===== config.mk =====
export PLATFORM = sky130hd
export DESIGN_NAME = spi_reg_bridge
export DESIGN_NICKNAME = d
export VERILOG_FILES = /design/src/rtl/spib_pkg.sv /design/src/rtl/spib_sync.sv /design/src/rtl/spib_frame.sv /design/src/rtl/spib_regs.sv /design/src/rtl/spi_reg_bridge.sv
export SDC_FILE = /design/constraint.sdc
export NUM_CORES = 1
export LEC_CHECK = 0
export BUFFER_PORTS_ARGS = -buffer_cell sky130_fd_sc_hd__buf_4
export CELL_PAD_IN_SITES_DETAIL_PLACEMENT = 2
export CELL_PAD_IN_SITES_GLOBAL_PLACEMENT = 2
export CORE_ASPECT_RATIO = 1.4
export CORE_MARGIN = 4
export CORE_UTILIZATION = 32
export DETAILED_ROUTE_END_ITERATION = 7
export PLACE_DENSITY = 0.74
export SYNTH_ARGS = -nofsm -noshare
export SYNTH_HDL_FRONTEND = slang
export SYNTH_SLANG_ARGS = --single-unit

===== constraint.sdc =====
create_clock -name clk -period 2.7 [get_ports clk]
set_clock_uncertainty 0.2 [all_clocks]
set_input_delay 0.135 -clock clk [delete_from_list [all_inputs] [get_ports clk]]
set_output_delay 0.135 -clock clk [all_outputs]
set_load 0.1 [all_outputs]

===== src/rtl/spib_pkg.sv =====
// Package: shared constants and the payload bit-placement function.
// Assumes a 32-bit payload word; the wire/word mapping depends on that.
package spib_pkg;

    localparam int WORD_BITS = 32;
    localparam logic [7:0] PATH_ID = 8'd2;   // access-path code of this interface

    // Map wire bit k (0 = first on the wire) to the word bit it carries.
    // fmt[0]: 1 = big-endian byte order; fmt[1]: 1 = LSB of each byte first.
    function automatic logic [4:0] wire_pos(input logic [1:0] fmt, input logic [4:0] k);
        logic [1:0] slot;
        logic [2:0] b;
        logic [1:0] byte_sel;
        logic [2:0] bit_sel;
        slot     = k[4:3];
        b        = k[2:0];
        byte_sel = fmt[0] ? (2'd3 - slot) : slot;
        bit_sel  = fmt[1] ? b : (3'd7 - b);
        return {byte_sel, bit_sel};
    endfunction

endpackage


===== src/rtl/spib_sync.sv =====
// Module: spib_sync
// Brings a group of asynchronous pins into the clk domain through a chain
// of STAGES flops each. Assumes the pins change far slower than clk.
module spib_sync #(
    parameter int          W       = 3,
    parameter int          STAGES  = 2,
    parameter logic [W-1:0] RST_VAL = '0
) (
    input  logic         clk,
    input  logic         rst_n,
    input  logic [W-1:0] d,
    output logic [W-1:0] q
);
    logic [W-1:0] pipe [STAGES];

    for (genvar s = 0; s < STAGES; s++) begin : g_stage
        if (s == 0) begin : g_first
            // First flop of the chain: capture the raw pins.
            always_ff @(posedge clk) begin
                if (!rst_n) pipe[0] <= RST_VAL;
                else        pipe[0] <= d;
            end
        end else begin : g_next
            // Later flops: pass the previous stage along.
            always_ff @(posedge clk) begin
                if (!rst_n) pipe[s] <= RST_VAL;
                else        pipe[s] <= pipe[s-1];
            end
        end
    end

    assign q = pipe[STAGES-1];
endmodule


===== src/rtl/spib_frame.sv =====
// Module: spib_frame
// Serial frame engine. It counts SCK edges within a select window, collects
// the header and write payload, starts one access per frame, and launches
// read data on falling edges after the padding. Assumes synchronised inputs
// and each SCK level lasting several clk cycles.
module spib_frame
    import spib_pkg::*;
#(
    parameter int ADDR_W = 23,
    parameter int PAD_W  = 4
) (
    input  logic                 clk,
    input  logic                 rst_n,
    input  logic                 sck_s,
    input  logic                 csn_s,
    input  logic                 mosi_s,
    input  logic [1:0]           fmt,
    input  logic [PAD_W-1:0]     pad_n,
    input  logic                 rd_valid,
    input  logic [WORD_BITS-1:0] rd_data,
    output logic                 acc_start,
    output logic                 acc_we,
    output logic [ADDR_W-1:0]    acc_addr,
    output logic [WORD_BITS-1:0] acc_wdata,
    output logic                 frame_start,
    output logic                 miss_pulse,
    output logic                 miso_d
);
    localparam int HDR_BITS = ADDR_W + 1;
    localparam int MAX_BITS = HDR_BITS + 8 * ((1 << PAD_W) - 1) + WORD_BITS;
    localparam int CNT_W    = $clog2(MAX_BITS + 1);
    localparam logic [CNT_W-1:0] HDR_C  = CNT_W'(HDR_BITS);
    localparam logic [CNT_W-1:0] WEND_C = CNT_W'(HDR_BITS + WORD_BITS);
    localparam logic [CNT_W-1:0] MAX_C  = CNT_W'(MAX_BITS);

    logic                 sck_q, csn_q;
    logic [CNT_W-1:0]     cnt;
    logic [HDR_BITS-2:0]  hdr;
    logic                 we_r, miss_r;
    logic [ADDR_W-1:0]    addr_r;
    logic [WORD_BITS-1:0] wdat;
    logic                 acc_done;

    logic                 rise, fall;
    logic [CNT_W-1:0]     rd_first, k_full, wk_full;
    logic                 in_data, in_wdata;
    logic [4:0]           rpos, wpos;

    // Edge detection and data-phase window decode.
    always_comb begin
        rise        = sck_s & ~sck_q & ~csn_s;
        fall        = ~sck_s & sck_q & ~csn_s;
        frame_start = csn_q & ~csn_s;
        rd_first    = HDR_C + CNT_W'({pad_n, 3'b000});
        k_full      = cnt - rd_first;
        wk_full     = cnt - HDR_C;
        in_data     = ~we_r & (cnt >= rd_first) & (k_full < CNT_W'(WORD_BITS));
        in_wdata    = we_r & (cnt >= HDR_C) & (cnt < WEND_C);
        rpos        = wire_pos(fmt, k_full[4:0]);
        wpos        = wire_pos(fmt, wk_full[4:0]);
    end

    // Frame sequencer: header shift, payload capture, access start, MISO launch.
    always_ff @(posedge clk) begin
        if (!rst_n) begin
            sck_q      <= 1'b0;
            csn_q      <= 1'b1;
            cnt        <= '0;
            hdr        <= '0;
            we_r       <= 1'b0;
            miss_r     <= 1'b0;
            addr_r     <= '0;
            wdat       <= '0;
            acc_start  <= 1'b0;
            miss_pulse <= 1'b0;
            miso_d     <= 1'b0;
        end else begin
            sck_q      <= sck_s;
            csn_q      <= csn_s;
            acc_start  <= 1'b0;
            miss_pulse <= 1'b0;
            if (csn_s) begin
                cnt    <= '0;
                we_r   <= 1'b0;
                miss_r <= 1'b0;
                miso_d <= 1'b0;
            end else begin
                if (rise) begin
                    if (cnt < HDR_C - 1'b1) begin
                        hdr <= {hdr[HDR_BITS-3:0], mosi_s};
                    end
                    if (cnt == HDR_C - 1'b1) begin
                        we_r   <= hdr[HDR_BITS-2];
                        addr_r <= {hdr[ADDR_W-2:0], mosi_s};
                        if (!hdr[HDR_BITS-2]) acc_start <= 1'b1;
                    end
                    if (in_wdata) begin
                        wdat[wpos] <= mosi_s;
                        if (cnt == WEND_C - 1'b1) acc_start <= 1'b1;
                    end
                    if (cnt != MAX_C) cnt <= cnt + 1'b1;
                end
                if (fall) begin
                    if (in_data) begin
                        if (k_full == '0) begin
                            if (rd_valid) begin
                                miso_d <= rd_data[rpos];
                            end else begin
                                miso_d     <= 1'b0;
                                miss_r     <= 1'b1;
                                miss_pulse <= 1'b1;
                            end
                        end else begin
                            miso_d <= miss_r ? 1'b0 : rd_data[rpos];
                        end
                    end else begin
                        miso_d <= 1'b0;
                    end
                end
            end
        end
    end

    // Tracks whether this frame already started its access (checked below).
    always_ff @(posedge clk) begin
        if (!rst_n)         acc_done <= 1'b0;
        else if (csn_s)     acc_done <= 1'b0;
        else if (acc_start) acc_done <= 1'b1;
    end

    assign acc_we    = we_r;
    assign acc_addr  = addr_r;
    assign acc_wdata = wdat;

    AST_ONE_ACCESS: assert property (@(posedge clk) disable iff (!rst_n)
        acc_start |-> !acc_done) else $error("second access in one frame");
    AST_WRITE_IN_FRAME: assert property (@(posedge clk) disable iff (!rst_n)
        (acc_start && acc_we) |-> !csn_s) else $error("write after select rose");
    AST_MISS_ZERO: assert property (@(posedge clk) disable iff (!rst_n)
        (fall && miss_r) |=> (miso_d == 1'b0)) else $error("data after miss");
endmodule


===== src/rtl/spib_regs.sv =====
// Module: spib_regs
// Local control/status registers and the register-bus master. Word
// addresses 0 and 1 are served here; any other address becomes a bus
// request held until acknowledged. Assumes the bus acks only a pending
// request and that the host does not open a frame while one is pending.
module spib_regs
    import spib_pkg::*;
#(
    parameter int ADDR_W = 23,
    parameter int PAD_W  = 4
) (
    input  logic                 clk,
    input  logic                 rst_n,
    input  logic                 acc_start,
    input  logic                 acc_we,
    input  logic [ADDR_W-1:0]    acc_addr,
    input  logic [WORD_BITS-1:0] acc_wdata,
    input  logic                 frame_start,
    input  logic                 miss_pulse,
    output logic [1:0]           fmt,
    output logic [PAD_W-1:0]     pad_n,
    output logic                 rd_valid,
    output logic [WORD_BITS-1:0] rd_data,
    output logic                 bus_req,
    output logic                 bus_we,
    output logic [ADDR_W-1:0]    bus_addr,
    output logic [WORD_BITS-1:0] bus_wdata,
    input  logic [WORD_BITS-1:0] bus_rdata,
    input  logic                 bus_ack
);
    localparam logic [ADDR_W-1:0] CTRL_A = ADDR_W'(0);
    localparam logic [ADDR_W-1:0] STAT_A = ADDR_W'(1);
    localparam int ERR_BIT = 16;

    logic                 err;
    logic                 want;
    logic                 is_ctrl, is_stat;
    logic                 clr_err;
    logic [WORD_BITS-1:0] ctrl_word, stat_word;

    // Local address decode and readback words.
    always_comb begin
        is_ctrl   = (acc_addr == CTRL_A);
        is_stat   = (acc_addr == STAT_A);
        clr_err   = acc_start & acc_we & is_stat & acc_wdata[ERR_BIT];
        ctrl_word = '0;
        ctrl_word[1:0] = fmt;
        stat_word = '0;
        stat_word[WORD_BITS-1:WORD_BITS-8] = PATH_ID;
        stat_word[ERR_BIT]     = err;
        stat_word[PAD_W-1:0]   = pad_n;
    end

    // Register updates, read-response capture and bus request handling.
    always_ff @(posedge clk) begin
        if (!rst_n) begin
            fmt       <= 2'b00;
            pad_n     <= '0;
            err       <= 1'b0;
            want      <= 1'b0;
            rd_valid  <= 1'b0;
            rd_data   <= '0;
            bus_req   <= 1'b0;
            bus_we    <= 1'b0;
            bus_addr  <= '0;
            bus_wdata <= '0;
        end else begin
            if (frame_start) begin
                rd_valid <= 1'b0;
                want     <= 1'b0;
            end
            if (acc_start) begin
                if (is_ctrl || is_stat) begin
                    if (acc_we) begin
                        if (is_ctrl) fmt <= acc_wdata[1:0];
                        else         pad_n <= acc_wdata[PAD_W-1:0];
                        if (clr_err) err <= 1'b0;
                    end else begin
                        rd_data  <= is_ctrl ? ctrl_word : stat_word;
                        rd_valid <= 1'b1;
                    end
                end else begin
                    bus_req   <= 1'b1;
                    bus_we    <= acc_we;
                    bus_addr  <= acc_addr;
                    bus_wdata <= acc_wdata;
                    want      <= ~acc_we;
                end
            end
            if (bus_req && bus_ack) begin
                bus_req <= 1'b0;
                if (want) begin
                    rd_data  <= bus_rdata;
                    rd_valid <= 1'b1;
                    want     <= 1'b0;
                end
            end
            if (miss_pulse) begin
                want <= 1'b0;
                err  <= 1'b1;
            end
        end
    end

    AST_REQ_HOLD: assert property (@(posedge clk) disable iff (!rst_n)
        (bus_req && !bus_ack) |=> bus_req) else $error("request dropped");
    AST_STICKY: assert property (@(posedge clk) disable iff (!rst_n)
        (err && !clr_err) |=> err) else $error("sticky flag lost");
    AST_FRESH_DATA: assert property (@(posedge clk) disable iff (!rst_n)
        (frame_start && !acc_start && !(bus_req && bus_ack)) |=> !rd_valid)
        else $error("stale read data");
endmodule


===== src/rtl/spi_reg_bridge.sv =====
// Module: spi_reg_bridge (top)
// SPI mode 0 target bridging host frames to a request/acknowledge register
// bus. Assumes clk runs several times faster than SCK.
module spi_reg_bridge
    import spib_pkg::*;
#(
    parameter int ADDR_W      = 23,
    parameter int PAD_W       = 4,
    parameter int SYNC_STAGES = 2
) (
    input  logic              clk,
    input  logic              rst_n,
    input  logic              spi_sck,
    input  logic              spi_cs_n,
    input  logic              spi_mosi,
    output logic              spi_miso,
    output logic              spi_miso_oe,
    output logic              bus_req,
    output logic              bus_we,
    output logic [ADDR_W-1:0] bus_addr,
    output logic [31:0]       bus_wdata,
    input  logic [31:0]       bus_rdata,
    input  logic              bus_ack
);
    logic [2:0]           pins_s;
    logic                 acc_start, acc_we, frame_start, miss_pulse, rd_valid;
    logic [ADDR_W-1:0]    acc_addr;
    logic [WORD_BITS-1:0] acc_wdata, rd_data;
    logic [1:0]           fmt;
    logic [PAD_W-1:0]     pad_n;

    spib_sync #(.W(3), .STAGES(SYNC_STAGES), .RST_VAL(3'b100)) u_sync (
        .clk(clk), .rst_n(rst_n),
        .d({spi_cs_n, spi_sck, spi_mosi}), .q(pins_s)
    );

    spib_frame #(.ADDR_W(ADDR_W), .PAD_W(PAD_W)) u_frame (
        .clk(clk), .rst_n(rst_n),
        .sck_s(pins_s[1]), .csn_s(pins_s[2]), .mosi_s(pins_s[0]),
        .fmt(fmt), .pad_n(pad_n), .rd_valid(rd_valid), .rd_data(rd_data),
        .acc_start(acc_start), .acc_we(acc_we), .acc_addr(acc_addr),
        .acc_wdata(acc_wdata), .frame_start(frame_start),
        .miss_pulse(miss_pulse), .miso_d(spi_miso)
    );

    spib_regs #(.ADDR_W(ADDR_W), .PAD_W(PAD_W)) u_regs (
        .clk(clk), .rst_n(rst_n),
        .acc_start(acc_start), .acc_we(acc_we), .acc_addr(acc_addr),
        .acc_wdata(acc_wdata), .frame_start(frame_start),
        .miss_pulse(miss_pulse), .fmt(fmt), .pad_n(pad_n),
        .rd_valid(rd_valid), .rd_data(rd_data),
        .bus_req(bus_req), .bus_we(bus_we), .bus_addr(bus_addr),
        .bus_wdata(bus_wdata), .bus_rdata(bus_rdata), .bus_ack(bus_ack)
    );

    // Output enable follows the select pin directly.
    assign spi_miso_oe = ~spi_cs_n;

    AST_OE_TRACKS_CS: assert property (@(posedge clk) disable iff (!rst_n)
        spi_cs_n |-> !spi_miso_oe) else $error("MISO driven while idle");
endmodule


==> flow_summary.json, run 1 <==
{
  "insertion_delay_ns": 0.45,
  "worstSetupEndpointType": "flop",
  "hold_viol": 0,
  "clock_sinks": 197,
  "p_sw_uw": 1340,
  "ant_nets": 0,
  "tns_ns": 0,
  "nNetsFinal": 1209,
  "dp_cells": 1469,
  "seqPwrFrac": 0.515,
  "ir_drop_mv": 0.435,
  "synth-edff-count": 0,
  "synthFlopType": "dfxtp_1",
  "clkPwrFrac": 0.453,
  "slew_headroom": 0.423,
  "path_clk_slew_ns": 0.08,
  "via_count": 7724,
  "slew_violations": 0,
  "status": "finished, final reports clean",
  "p_comb_frac": 0.033,
  "fmax_mhz": 398,
  "syn_area_per_cell_um2": 8.42,
  "max_slew.worst_pin.slew_ns": 0.863,
  "n_fill_cell": 3024,
  "rsz0062_at_grt": "false",
  "min_path_type": "in2reg",
  "sw_frac_of_total": 0.236,
  "grt_remaining_overflow": 0,
  "cts_buffer_depth": 2,
  "port-buffer-count": 96,
  "async_reset_ff_frac": 0,
  "wl_per_cell_um": 16.9,
  "hpwl_um": 17700,
  "synth_fp_nets": 1103,
  "multi_input_area_um2": 4600,
  "drive_gt1_frac": 0.158,
  "fin_crit_ns": 2.51,
  "max_cap_viol_count": 0,
  "drt_iter0_markers": 215,
  "rows": 71,
  "firstDrtPassIters": 4,
  "stdcell_count": 1539,
  "grt_start_max_net_pins": 150,
  "period_share": 0.930,
  "ys_seq_area_frac": 0.444,
  "powerDensity_nw_per_um2": 513,
  "required_ns": 2.83,
  "finalWirelength_um": 26100,
  "p_int_uw": 4320,
  "fin_util": 0.407,
  "whs_ns": 0.250,
  "netlist_instances": 1055,
  "grt_use_total": 0.177,
  "cts_tree": "yes",
  "crit_type": "reg2reg",
  "core-area_um2": 27100,
  "die-area_um2": 30500,
  "place_congestion": 0.799,
  "cts_made_buffers": 17,
  "fp.dieW_um": 149,
  "area_growth_pct": 24.1,
  "synth.distinct_cells": 63,
  "ys_ff_latch": 197,
  "antenna_found_initial": 0,
  "root_buffer": "clkbuf_16",
  "cp.arrival_ns": 2.64,
  "regArea_um2": 3950,
  "grt_pass1_vias": 8430,
  "die_y_um": 205,
  "io_pins": 97,
  "finalSetupViolCount": 0,
  "synth_warnings": 0,
  "via_per_inst": 5.02,
  "startpoint_type": "flop",
  "syn-cell-area_um2": 8880,
  "grt_pass1_wl_um": 44100,
  "start_util": 0.328,
  "n_antenna_cell": 0,
  "critical_path.max_fanout": 4,
  "drcViolationCount": 0,
  "p_leak_uw": 0.00386,
  "h-tree-depth": 4
}
==> flip-flops by register name (all words and copies together) (netlist names), 2 cells and up <==
name / flops
u_frame.acc_wdata: 32
u_regs.bus_wdata: 32
u_regs.rd_data: 32
u_frame.acc_addr: 23
u_frame.hdr: 23
u_regs.bus_addr: 23
u_frame.cnt: 8
u_sync.pipe: 6
u_regs.pad_n: 4
u_regs.fmt: 2
==> kinds of logic (layout without fill, tap and decap cells) <==
family                   count (synthesis)  after routing  synth area share
multiplexers                            47             47            0.0534
flip-flops                             197            197             0.444
buffers and inverters                   90            209            0.0434
adder cells (fa/ha/maj)                 10             10            0.0149
XOR/XNOR                                10             10           0.00986
AO/OA/AOI/OAI                          254            254             0.202
AND/OR/NAND/NOR                        447            447             0.232
==> power by group through the flow <==
stage               Combinational, uW  Sequential, uW  Clock (uW)
finish                            184            2910        2560
detailed placement                142            2980           0
floorplan                        76.8            2980           0
global placement                  141            2980           0
global route                      201            2910        2760
CTS                               184            2910        2630
==> layer usage <==
layer  wire, um  global-route usage  vias up
met5          0                   0        -
met4        350              0.0497        0
met2      13500               0.325      102
li1           -                   -     3796
met1      11600               0.216     3804
met3        639              0.0241       22
==> through the flow <==
step | area, um^2 | setup slack (ns) | power [uW]
after floorplan | 8880 | 0.177 | 3050
after global placement | 10000 | 0.214 | 3120
after detailed placement | 10000 | 0.153 | 3120
after CTS | 11000 | 0.0902 | 5720
after global routing | 11000 | 0.00211 | 5870
final | 11000 | 0.190 | 5650
==> cells in the final DEF, fill, tap and decap left out, drive strengths merged, types with 8 or more instances in the layout <==
| cell type | synthesis | layout |
|---|---|---|
| mux2i | 44 | 44 |
| ha | 9 | 9 |
| nand2 | 246 | 246 |
| nand2b | 11 | 11 |
| inv | 13 | 18 |
| nor2b | 36 | 36 |
| a21boi | 138 | 138 |
| dlygate4sd3 | 0 | 37 |
| a21oi | 14 | 14 |
| and2 | 9 | 9 |
| buf | 20 | 125 |
| nand3 | 38 | 38 |
| clkinv | 2 | 9 |
| o21ai | 51 | 51 |
| nor3 | 8 | 8 |
| nor2 | 54 | 54 |
| o211ai | 8 | 8 |
| o31ai | 8 | 8 |
| dfxtp | 197 | 197 |
| clkbuf | 55 | 17 |
==> critical path, cell delays in order (launching register included) <==
cell and delay (ns):
dfxtp_2 0.35, inv_1 0.06, ha_1 0.34, fa_2 0.50
or3_1 0.39, a32oi_1 0.22, o221ai_1 0.16, nand3_1 0.11
o21ai_1 0.07
==> Yosys cell counts (all sizes together), types with 11 or more instances <==
cell type / count / share of area
mux2i: 44 / 0.050
a21oi: 14 / 0.0079
clkbuf: 55 / 0.023
nor2b: 36 / 0.025
nor2: 54 / 0.023
nand3: 38 / 0.023
a21boi: 138 / 0.12
o21ai: 51 / 0.029
buf: 20 / 0.014
nand2: 246 / 0.10
dfxtp: 197 / 0.44
inv: 13 / 0.0055
nand2b: 11 / 0.0078
==> cell type report <==
type | instances | share of cell area
multi-input cells | 768 | 0.417
flip-flops and latches | 197 | 0.358
repair buffers | 162 | 0.126
well taps | 365 | 0.0414
clock buffers | 17 | 0.0386
clock inverters | 15 | 0.0137
inverters | 15 | 0.00511
==> path summary, 6_finish.rpt <==
| kind | startpoint | endpoint | slack (ns) | cells after the start |
|---|---|---|---|---|
| min | spi_sck | u_sync.pipe[0][1]$_SDFF_PN0_ | 0.25 | 3 |
| min reg2reg | u_frame.miss_pulse$_SDFF_PP0_ | u_regs.want$_SDFF_PP0_ | 0.25 | 1 |
| max reg2reg | u_regs.pad_n[0]$_SDFFE_PN0P_ | u_frame.miso_d$_SDFFE_PP0P_ | 0.19 | 8 |
| max | u_regs.pad_n[0]$_SDFFE_PN0P_ | u_frame.miso_d$_SDFFE_PP0P_ | 0.19 | 8 |
==> timing repair <==
action                                 in CTS  in global routing
buffers inserted                            0                  1
hold buffers                               37                  0
endpoints found under the hold margin      71                  0
gates resized for setup                     0                 10
setup endpoints to repair                   0                  6
No activity file was read; power rests on OpenSTA's default activity.
==> inputs of run 2 (changes only) <==
- CORE_ASPECT_RATIO: 1.4 -> default
==> run 2 against run 1 <==
Sequential power about the same. Critical endpoint unchanged. Global-route usage up 1.1 points. Die area down 0.12%.
==> flow_summary.json, run 2 (synthesis results as in run 1) <==
{
  "fp.dieW_um": 175,
  "cts_made_buffers": 17,
  "dp_cells": 1477,
  "grt_use_total": 0.188,
  "r2r_setup_slack_ns": 0.06,
  "area_growth_pct": 24.8,
  "core-area_um2": 27100,
  "wl_per_cell_um": 18.4,
  "via_count": 7808,
  "r2r_end": "u_frame.miso_d$_SDFFE_PP0P_",
  "finalWirelength_um": 28500,
  "r2r_cells": 8,
  "slew_violations": 0,
  "cts_buffer_depth": 2,
  "worstSetupEndpointType": "flop",
  "via_per_inst": 5.05,
  "p_leak_uw": 0.00389,
  "powerDensity_nw_per_um2": 519,
  "status": "finished, final reports clean",
  "n_fill_cell": 3007,
  "tns_ns": 0,
  "start_util": 0.328,
  "hpwl_um": 18500,
  "required_ns": 2.86,
  "die_y_um": 175,
  "post_dp_cell_area_um2": 10100,
  "clock_sinks": 197,
  "ant_nets": 0,
  "drt_iter0_markers": 370,
  "layout_common_cells": "nand2_1 (246), dfxtp_1 (197), a21boi_0 (130)",
  "finalSetupViolCount": 0,
  "holdPathStages": 2,
  "n_antenna_cell": 0,
  "ir_drop_mv": 0.359,
  "fmax_mhz": 379,
  "final_common_cell": "nand2_1",
  "rsz0062_at_grt": "true",
  "grt_remaining_overflow": 0,
  "min_path_type": "in2reg",
  "stdcell_count": 1547,
  "slew_headroom": 0.448,
  "h-tree-depth": 4,
  "pre_cts_ws_ns": 0.0468,
  "fin_crit_ns": 2.64,
  "drcViolationCount": 0,
  "drive_gt1_frac": 0.160,
  "grt_start_max_net_pins": 185,
  "whs_ns": 0.0414,
  "antenna_found_initial": 1,
  "root_buffer": "clkbuf_16",
  "multi_input_area_um2": 4620,
  "cts_tree": "yes",
  "crit_type": "reg2reg",
  "nNetsFinal": 1210,
  "io_pins": 97,
  "fin_area_um2": 11100,
  "die-area_um2": 30500,
  "regArea_um2": 3940,
  "max_cap_viol_count": 0,
  "grt_pass1_wl_um": 47000,
  "reg2reg_from": "u_regs.pad_n[0]$_SDFFE_PN0P_",
  "rows": 60,
  "period_share": 0.977,
  "insertion_delay_ns": 0.44,
  "grt_pass1_vias": 8565,
  "port-buffer-count": 96,
  "place_congestion": 0.787,
  "max_slew.worst_pin.slew_ns": 0.826,
  "critical_path.max_fanout": 7,
  "hold_viol": 0,
  "firstDrtPassIters": 4,
  "worstHoldStart": "rst_n",
  "holdPathEnd": "u_frame.csn_q$_SDFF_PN1_",
  "cp.arrival_ns": 2.80,
  "startpoint_type": "flop",
  "setup_ws_ns": 0.0634,
  "path_clk_slew_ns": 0.07
}
## run 2: cell count changes in the layout (fill, tap and decap cells not counted), sizes merged
cell | previous run | this run
buf | 125 | 127
clkinv | 9 | 8
clkinvlp | 2 | 0
dlygate4sd3 | 37 | 36
inv | 18 | 21
## run 2: critical path, stage by stage, from the launching register on
cell      delay, ns
dfxtp_1        0.38
inv_1          0.09
ha_1           0.35
fa_1           0.57
nand2b_2       0.27
o21ai_0        0.17
nor4b_2        0.24
o211ai_1       0.14
o21ai_1        0.15
## run 2: through the flow
step	total power, uW	util
2_1_floorplan	3050	-
3_3_place_gp	3120	0.371
3_5_place_dp	3120	0.371
4_1_cts	5830	0.407
5_1_grt	5970	0.409
6_report	5750	0.409
## run 2: layer usage
layer	share of wire	track usage
met1	0.45	0.234
met2	0.51	0.341
met3	0.023	0.0320
met4	0.013	0.0416
met5	0.00046	0
## run 2: final cells by class
type                       instances  area share
inverter                          15     0.00508
clock buffer                      17      0.0384
multi-input combinational        768       0.417
sequential                       197       0.356
tap                              372      0.0420
timing repair buffer             163       0.125
clock inverter                    15      0.0166
## run 2: worst max path at each step
stage / slack [ns] / to / start / depth (start not counted)
after floorplan: 0.18 / u_frame.miso_d$_SDFFE_PP0P_ / u_frame.cnt[3]$_SDFFE_PP0P_ / 10
after global placement: 0.18 / u_regs.rd_data[0]$_SDFF_PN0_ / u_frame.acc_addr[16]$_SDFFE_PN0P_ / 7
after detailed placement: 0.05 / u_frame.miso_d$_SDFFE_PP0P_ / u_regs.pad_n[0]$_SDFFE_PN0P_ / 10
after CTS: 0.006 / u_frame.miso_d$_SDFFE_PP0P_ / u_regs.pad_n[0]$_SDFFE_PN0P_ / 10
after global routing: -0.11 / u_frame.miso_d$_SDFFE_PP0P_ / u_regs.pad_n[0]$_SDFFE_PN0P_ / 8
final: 0.06 / u_frame.miso_d$_SDFFE_PP0P_ / u_regs.pad_n[0]$_SDFFE_PN0P_ / 8
## run 2: where the power goes
part | total, uW | leakage (uW) | internal, uW | switching [uW]
registers | 2910 | 0.00159 | 2910 | 2.97
clock network | 2650 | 0.000299 | 1340 | 1310
logic | 189 | 0.00200 | 110 | 78.9
## run 2: what timing repair did
action | CTS | global route
resized for setup | 2 | 9
pin swaps | 0 | 3
endpoints found under the hold margin | 36 | 0
buffers inserted | 0 | 2
endpoints found under the setup margin | 1 | 5
hold buffers | 36 | 0
